--- config.mk ---
export PLATFORM = sky130hd
export DESIGN_NAME = stepseq_top
export DESIGN_NICKNAME = d
export VERILOG_FILES = /design/src/rtl/stepseq_pkg.sv /design/src/rtl/stepseq_sync.sv /design/src/rtl/stepseq_pointer.sv /design/src/rtl/stepseq_outputs.sv /design/src/rtl/stepseq_top.sv
export SDC_FILE = /design/constraint.sdc
export NUM_CORES = 1
export LEC_CHECK = 0
export BUFFER_PORTS_ARGS = -buffer_cell sky130_fd_sc_hd__buf_2
export CAP_MARGIN = 20
export CORE_ASPECT_RATIO = 0.6
export CORE_MARGIN = 1.5
export CORE_UTILIZATION = 38
export CTS_CLUSTER_DIAMETER = 100
export DETAILED_ROUTE_END_ITERATION = 6
export PLACE_DENSITY = 0.72
export SLEW_MARGIN = 20
export SYNTH_ARGS = -nofsm -noshare
export SYNTH_HDL_FRONTEND = slang
export SYNTH_SLANG_ARGS = --single-unit
export TNS_END_PERCENT = 5
--- constraint.sdc ---
create_clock -name clk -period 2.4 [get_ports clk]
set_input_delay 0.48 -clock clk [delete_from_list [all_inputs] [get_ports clk]]
set_output_delay 0.48 -clock clk [all_outputs]
set_load 0.02 [all_outputs]
--- src/rtl/stepseq_pkg.sv ---
package stepseq_pkg;

   typedef enum logic [1:0] {
      MODE_PLAY      = 2'b00,
      MODE_MUTE      = 2'b01,
      MODE_HOME      = 2'b10,
      MODE_MUTE_ALT  = 2'b11
   } step_mode_e;

   localparam int MODE_BITS = 2;

   function automatic logic mode_plays(input logic [MODE_BITS-1:0] code);
      return code == MODE_PLAY;
   endfunction

   function automatic logic mode_homes(input logic [MODE_BITS-1:0] code);
      return code == MODE_HOME;
   endfunction

endpackage

--- src/rtl/stepseq_sync.sv ---
module stepseq_sync #(
   parameter int STAGES = 2
) (
   input  logic clk,
   input  logic rst_n,
   input  logic async_i,
   output logic lvl_o,
   output logic rise_o
);

   logic [STAGES-1:0] chain;
   logic              held;

   for (genvar s = 0; s < STAGES; s++) begin : g_stage
      if (s == 0) begin : g_head
         always_ff @(posedge clk or negedge rst_n) begin
            if (!rst_n) chain[0] <= 1'b0;
            else        chain[0] <= async_i;
         end
      end else begin : g_tail
         always_ff @(posedge clk or negedge rst_n) begin
            if (!rst_n) chain[s] <= 1'b0;
            else        chain[s] <= chain[s-1];
         end
      end
   end

   // one extra register: edge detection and a level aligned with the pointer update
   always_ff @(posedge clk or negedge rst_n) begin
      if (!rst_n) held <= 1'b0;
      else        held <= chain[STAGES-1];
   end

   assign lvl_o  = held;
   assign rise_o = chain[STAGES-1] & ~held;

endmodule

--- src/rtl/stepseq_pointer.sv ---
module stepseq_pointer
   import stepseq_pkg::*;
#(
   parameter int NUM_STEPS = 16
) (
   input  logic                           clk,
   input  logic                           rst_n,
   input  logic                           adv_i,
   input  logic                           home_i,
   input  logic [MODE_BITS*NUM_STEPS-1:0] mode_i,
   output logic [NUM_STEPS-1:0]           ptr_o,
   output logic                           landed_o,
   output logic                           wrap_o
);

   localparam logic [NUM_STEPS-1:0] FIRST = NUM_STEPS'(1);
   localparam int                   LAST  = NUM_STEPS - 1;

   logic [NUM_STEPS-1:0] home_mask;
   logic [NUM_STEPS-1:0] rotated;
   logic [NUM_STEPS-1:0] next_ptr;
   logic                 home_hit;
   logic                 leaving_last;

   for (genvar i = 0; i < NUM_STEPS; i++) begin : g_home
      assign home_mask[i] = mode_homes(mode_i[MODE_BITS*i +: MODE_BITS]);
   end

   assign rotated      = {ptr_o[LAST-1:0], ptr_o[LAST]};
   assign home_hit     = |(rotated & home_mask);
   assign next_ptr     = home_hit ? FIRST : rotated;
   assign leaving_last = ptr_o[LAST];

   always_ff @(posedge clk or negedge rst_n) begin
      if (!rst_n) begin
         ptr_o    <= FIRST;
         landed_o <= 1'b0;
         wrap_o   <= 1'b0;
      end else begin
         landed_o <= adv_i | home_i;
         wrap_o   <= adv_i & ~home_i & leaving_last;
         if (home_i)     ptr_o <= FIRST;
         else if (adv_i) ptr_o <= next_ptr;
      end
   end

endmodule

--- src/rtl/stepseq_outputs.sv ---
module stepseq_outputs
   import stepseq_pkg::*;
#(
   parameter int NUM_STEPS = 16
) (
   input  logic [NUM_STEPS-1:0]           ptr_i,
   input  logic [MODE_BITS*NUM_STEPS-1:0] mode_i,
   input  logic                           tick_lvl_i,
   input  logic                           landed_i,
   input  logic                           wrap_i,
   output logic                           gate_o,
   output logic                           trig_o,
   output logic                           carry_o
);

   logic [NUM_STEPS-1:0] play_mask;
   logic                 cur_play;

   for (genvar i = 0; i < NUM_STEPS; i++) begin : g_play
      assign play_mask[i] = mode_plays(mode_i[MODE_BITS*i +: MODE_BITS]);
   end

   assign cur_play = |(ptr_i & play_mask);
   assign gate_o   = tick_lvl_i & cur_play;
   assign trig_o   = landed_i & cur_play;
   assign carry_o  = wrap_i;

endmodule

--- src/rtl/stepseq_top.sv ---
module stepseq_top
   import stepseq_pkg::*;
#(
   parameter int NUM_STEPS   = 16,
   parameter int SYNC_STAGES = 2
) (
   input  logic                           clk,
   input  logic                           rst_n,
   input  logic                           tick_in,
   input  logic                           restart_in,
   input  logic [MODE_BITS*NUM_STEPS-1:0] step_mode_i,
   output logic [NUM_STEPS-1:0]           step_onehot_o,
   output logic                           gate_o,
   output logic                           trig_o,
   output logic                           carry_o
);

   if (NUM_STEPS < 2) begin : g_bad_steps
      $error("stepseq_top: NUM_STEPS must be at least 2");
   end
   if (SYNC_STAGES < 2) begin : g_bad_sync
      $error("stepseq_top: SYNC_STAGES must be at least 2");
   end

   logic tick_lvl;
   logic tick_rise;
   logic restart_rise;
   logic restart_lvl_unused;
   logic landed;
   logic wrap;

   stepseq_sync #(.STAGES(SYNC_STAGES)) u_tick_sync (
      .clk    (clk),
      .rst_n  (rst_n),
      .async_i(tick_in),
      .lvl_o  (tick_lvl),
      .rise_o (tick_rise)
   );

   stepseq_sync #(.STAGES(SYNC_STAGES)) u_restart_sync (
      .clk    (clk),
      .rst_n  (rst_n),
      .async_i(restart_in),
      .lvl_o  (restart_lvl_unused),
      .rise_o (restart_rise)
   );

   stepseq_pointer #(.NUM_STEPS(NUM_STEPS)) u_pointer (
      .clk     (clk),
      .rst_n   (rst_n),
      .adv_i   (tick_rise),
      .home_i  (restart_rise),
      .mode_i  (step_mode_i),
      .ptr_o   (step_onehot_o),
      .landed_o(landed),
      .wrap_o  (wrap)
   );

   stepseq_outputs #(.NUM_STEPS(NUM_STEPS)) u_outputs (
      .ptr_i     (step_onehot_o),
      .mode_i    (step_mode_i),
      .tick_lvl_i(tick_lvl),
      .landed_i  (landed),
      .wrap_i    (wrap),
      .gate_o    (gate_o),
      .trig_o    (trig_o),
      .carry_o   (carry_o)
   );

endmodule

==> results.md <==
* Initial antenna violation count at 0
* Clk Latency, worst-skew pair at 0.27 ns
* CTS Buffer Depth at 2
* Number of global-route vias before repair at 1142
* Placed Cells at 209
* Layout Skew at 0.005814 ns
* Total power draw at 930.8 µW
* Required time of the critical path at 1.92 ns
* Achievable clock frequency at 442.0 MHz
* Seq/Total Area, Yosys at 47.53%
* Slew headroom at 57.76%
* Final WL at 3512 µm
* DP HPWL at 2731 µm
* Congestion Overflow GR at 0
* Post-synthesis cell type count at 25
* Post-CTS Setup Bufs at 0
* Top Ports at 55
* Element type at the critical path end: output pin
* ANT nets after route at 0
* FF+latch count, synth at 24
* Sum Neg Setup Slack at 0 ns
* Mapped Cells at 116
* # hold bufs at CTS at 0
* Synth Area per Inst at 10.92 µm²
* Mapped Area at 1266 µm²
* Vias at 1159
* Syn_nets at 152
* Maximum vdd drop at 0.2624 mV
* CTS tree: done
* RSZ-0062 raised after global routing: no
* CTS Buf Count at 3
* Slew at the pin closest to its max-slew limit at 0.6329 ns
* DRC viols at 0
* Slew Limit Fails at 0
* CTS sink count at 24
* Crit Path Class: register to output pin
* Nature of the critical path startpoint: register
* Yosys top cell by area: dfrtp_1
* CTS Root Cell: clkbuf_8
* Yosys Warn Count at 0
* Largest net degree at the start of global routing at 25
* Max-cap violation count at 0
* Final Util at 54.04%
* WL per Instance at 16.49 µm
* Drt initial violations at 135
* Final min period at 2.262 ns
* LEAKAGE at 0.7445 nW
* Cell Count, Final, Fillers Out at 213
* PortBufs at 54
* Ant diodes at 0
* Die width at 77.52 µm
* CTS H-tree depth at 1
* Worst path arrival time at 1.78 ns
* CORE AREA at 3022 µm²
* Final GP Congestion at 0.8710
* Most common cell after layout, fill and taps aside: buf_2
* Pre-antenna DRT Iters at 4
* Critical path fanouts, max at 4
* Post-cts gate resize count at 0
* Most frequent cells in the layout: 54 x buf_2, 23 x dfrtp_1, 18 x inv_1
* Die height at 47.72 µm
* Die area at 3699 µm²
* Final #Nets at 208
* Clock slew at reported path FFs at 0.09 ns
* All-Layer GR Usage at 20.41%
* Via density per instance at 5.441
* Endpoints failing hold at 0
* Synth top area share at 45.45%
* Site row count at 15
* Final worst path period share at 94.27%
* Final setup fails at 0
* Layout Area Growth over Synthesis at 28.95%
* Share of layout cells above drive strength 1 at 43.27%
* First-pass GRT wire length at 5444 µm
* Initial core utilization at 41.90%
* Cell Pwr Density at 570.0 nW/µm²
* Ranking of synthesized cells by area: dfrtp_1 45%, o32ai_2 12%, nor3b_1 10%
* Min-Delay Path Class: primary input to asynchronous set/reset pin
* Status: completed
==> kinds of logic after synthesis <==
group / synth area share [%]
compound gates: 20.45
flops: 47.53
simple gates: 23.32
buf+inv: 8.695
==> synth_stat cells <==
library cell / number
a21oi_1: 1
a311o_1: 1
and2_1: 1
and2_2: 1
buf_1: 2
buf_12: 1
buf_6: 1
clkbuf_1: 1
dfrtp_1: 23
dfstp_2: 1
inv_1: 18
nand2_1: 12
nand2b_4: 1
nand3b_1: 4
nand4_1: 2
nor2_1: 1
nor2b_2: 1
nor3b_1: 17
nor4_1: 4
o22ai_1: 5
o31ai_2: 1
o32a_1: 1
o32ai_1: 5
o32ai_2: 9
or4_1: 2
==> area by class of cell <==
type	count	area (µm²)
fillers	273	1389
repair buffers	56	285.3
flip-flops and latches	24	601.8
clock buffers	3	41.29
clock inverters	1	30.03
multi-input cells	69	554.3
inverters	18	67.56
well taps	42	52.55
==> state kept, by name (all words and copies together) (netlist names) <==
signal                count
u_pointer.ptr_o          16
u_restart_sync.chain      2
u_tick_sync.chain         2
u_pointer.landed_o        1
u_pointer.wrap_o          1
u_restart_sync.lvl_o      1
u_tick_sync.lvl_o         1
==> path summary, 6_finish.rpt <==
| check | endpoint | cells after the start | slack, ns | from |
|---|---|---|---|---|
| min | u_pointer.wrap_o | 1 | 0.18 | rst_n |
| max | gate_o | 5 | 0.14 | u_pointer.ptr_o[11] |
| min in group clk | u_tick_sync.chain[0] | 1 | 0.31 | tick_in |
| min reg2reg | u_tick_sync.chain[1] | 0 | 0.37 | u_tick_sync.chain[0] |
| max reg2reg | u_pointer.ptr_o[1] | 5 | 0.39 | u_tick_sync.lvl_o |
| max in group asynchronous | u_pointer.ptr_o[0] | 1 | 1.86 | rst_n |
==> metal layers <==
layer / up-vias / global-route usage, % / part of all wire, %
li1: 538 / - / -
met1: 566 / 25.83 / 43
met4: 0 / 8.000 / 1.5
met2: 49 / 35.44 / 49
met3: 6 / 4.952 / 6.8
met5: - / 0 / 0
==> critical path, cell delays in order (launching register included) <==
cell	delay (ns)
dfrtp_1	0.43
nor3b_1	0.16
nor4_1	0.39
nand4_1	0.16
and2_2	0.22
buf_2	0.15
==> stage by stage <==
step	hold slack (ns)	instance area (µm²)	setup WS [ns]
after floorplan	0.1844	1266	0.4889
after global placement	0.3334	1562	0.4097
after detailed placement	0.3509	1562	0.3197
after CTS	0.1933	1633	0.1645
after global routing	0.2164	1633	0.1084
final	0.1760	1633	0.1376
==> power by group <==
| part | internal (mW) | leakage [nW] | switching [mW] | total [mW] |
|---|---|---|---|---|
| clock | 0.223 | 0.0357 | 0.131 | 0.354 |
| combinational | 0.0565 | 0.394 | 0.0859 | 0.142 |
| sequential | 0.420 | 0.315 | 0.0138 | 0.434 |
Power figures use the tool's default switching activity.
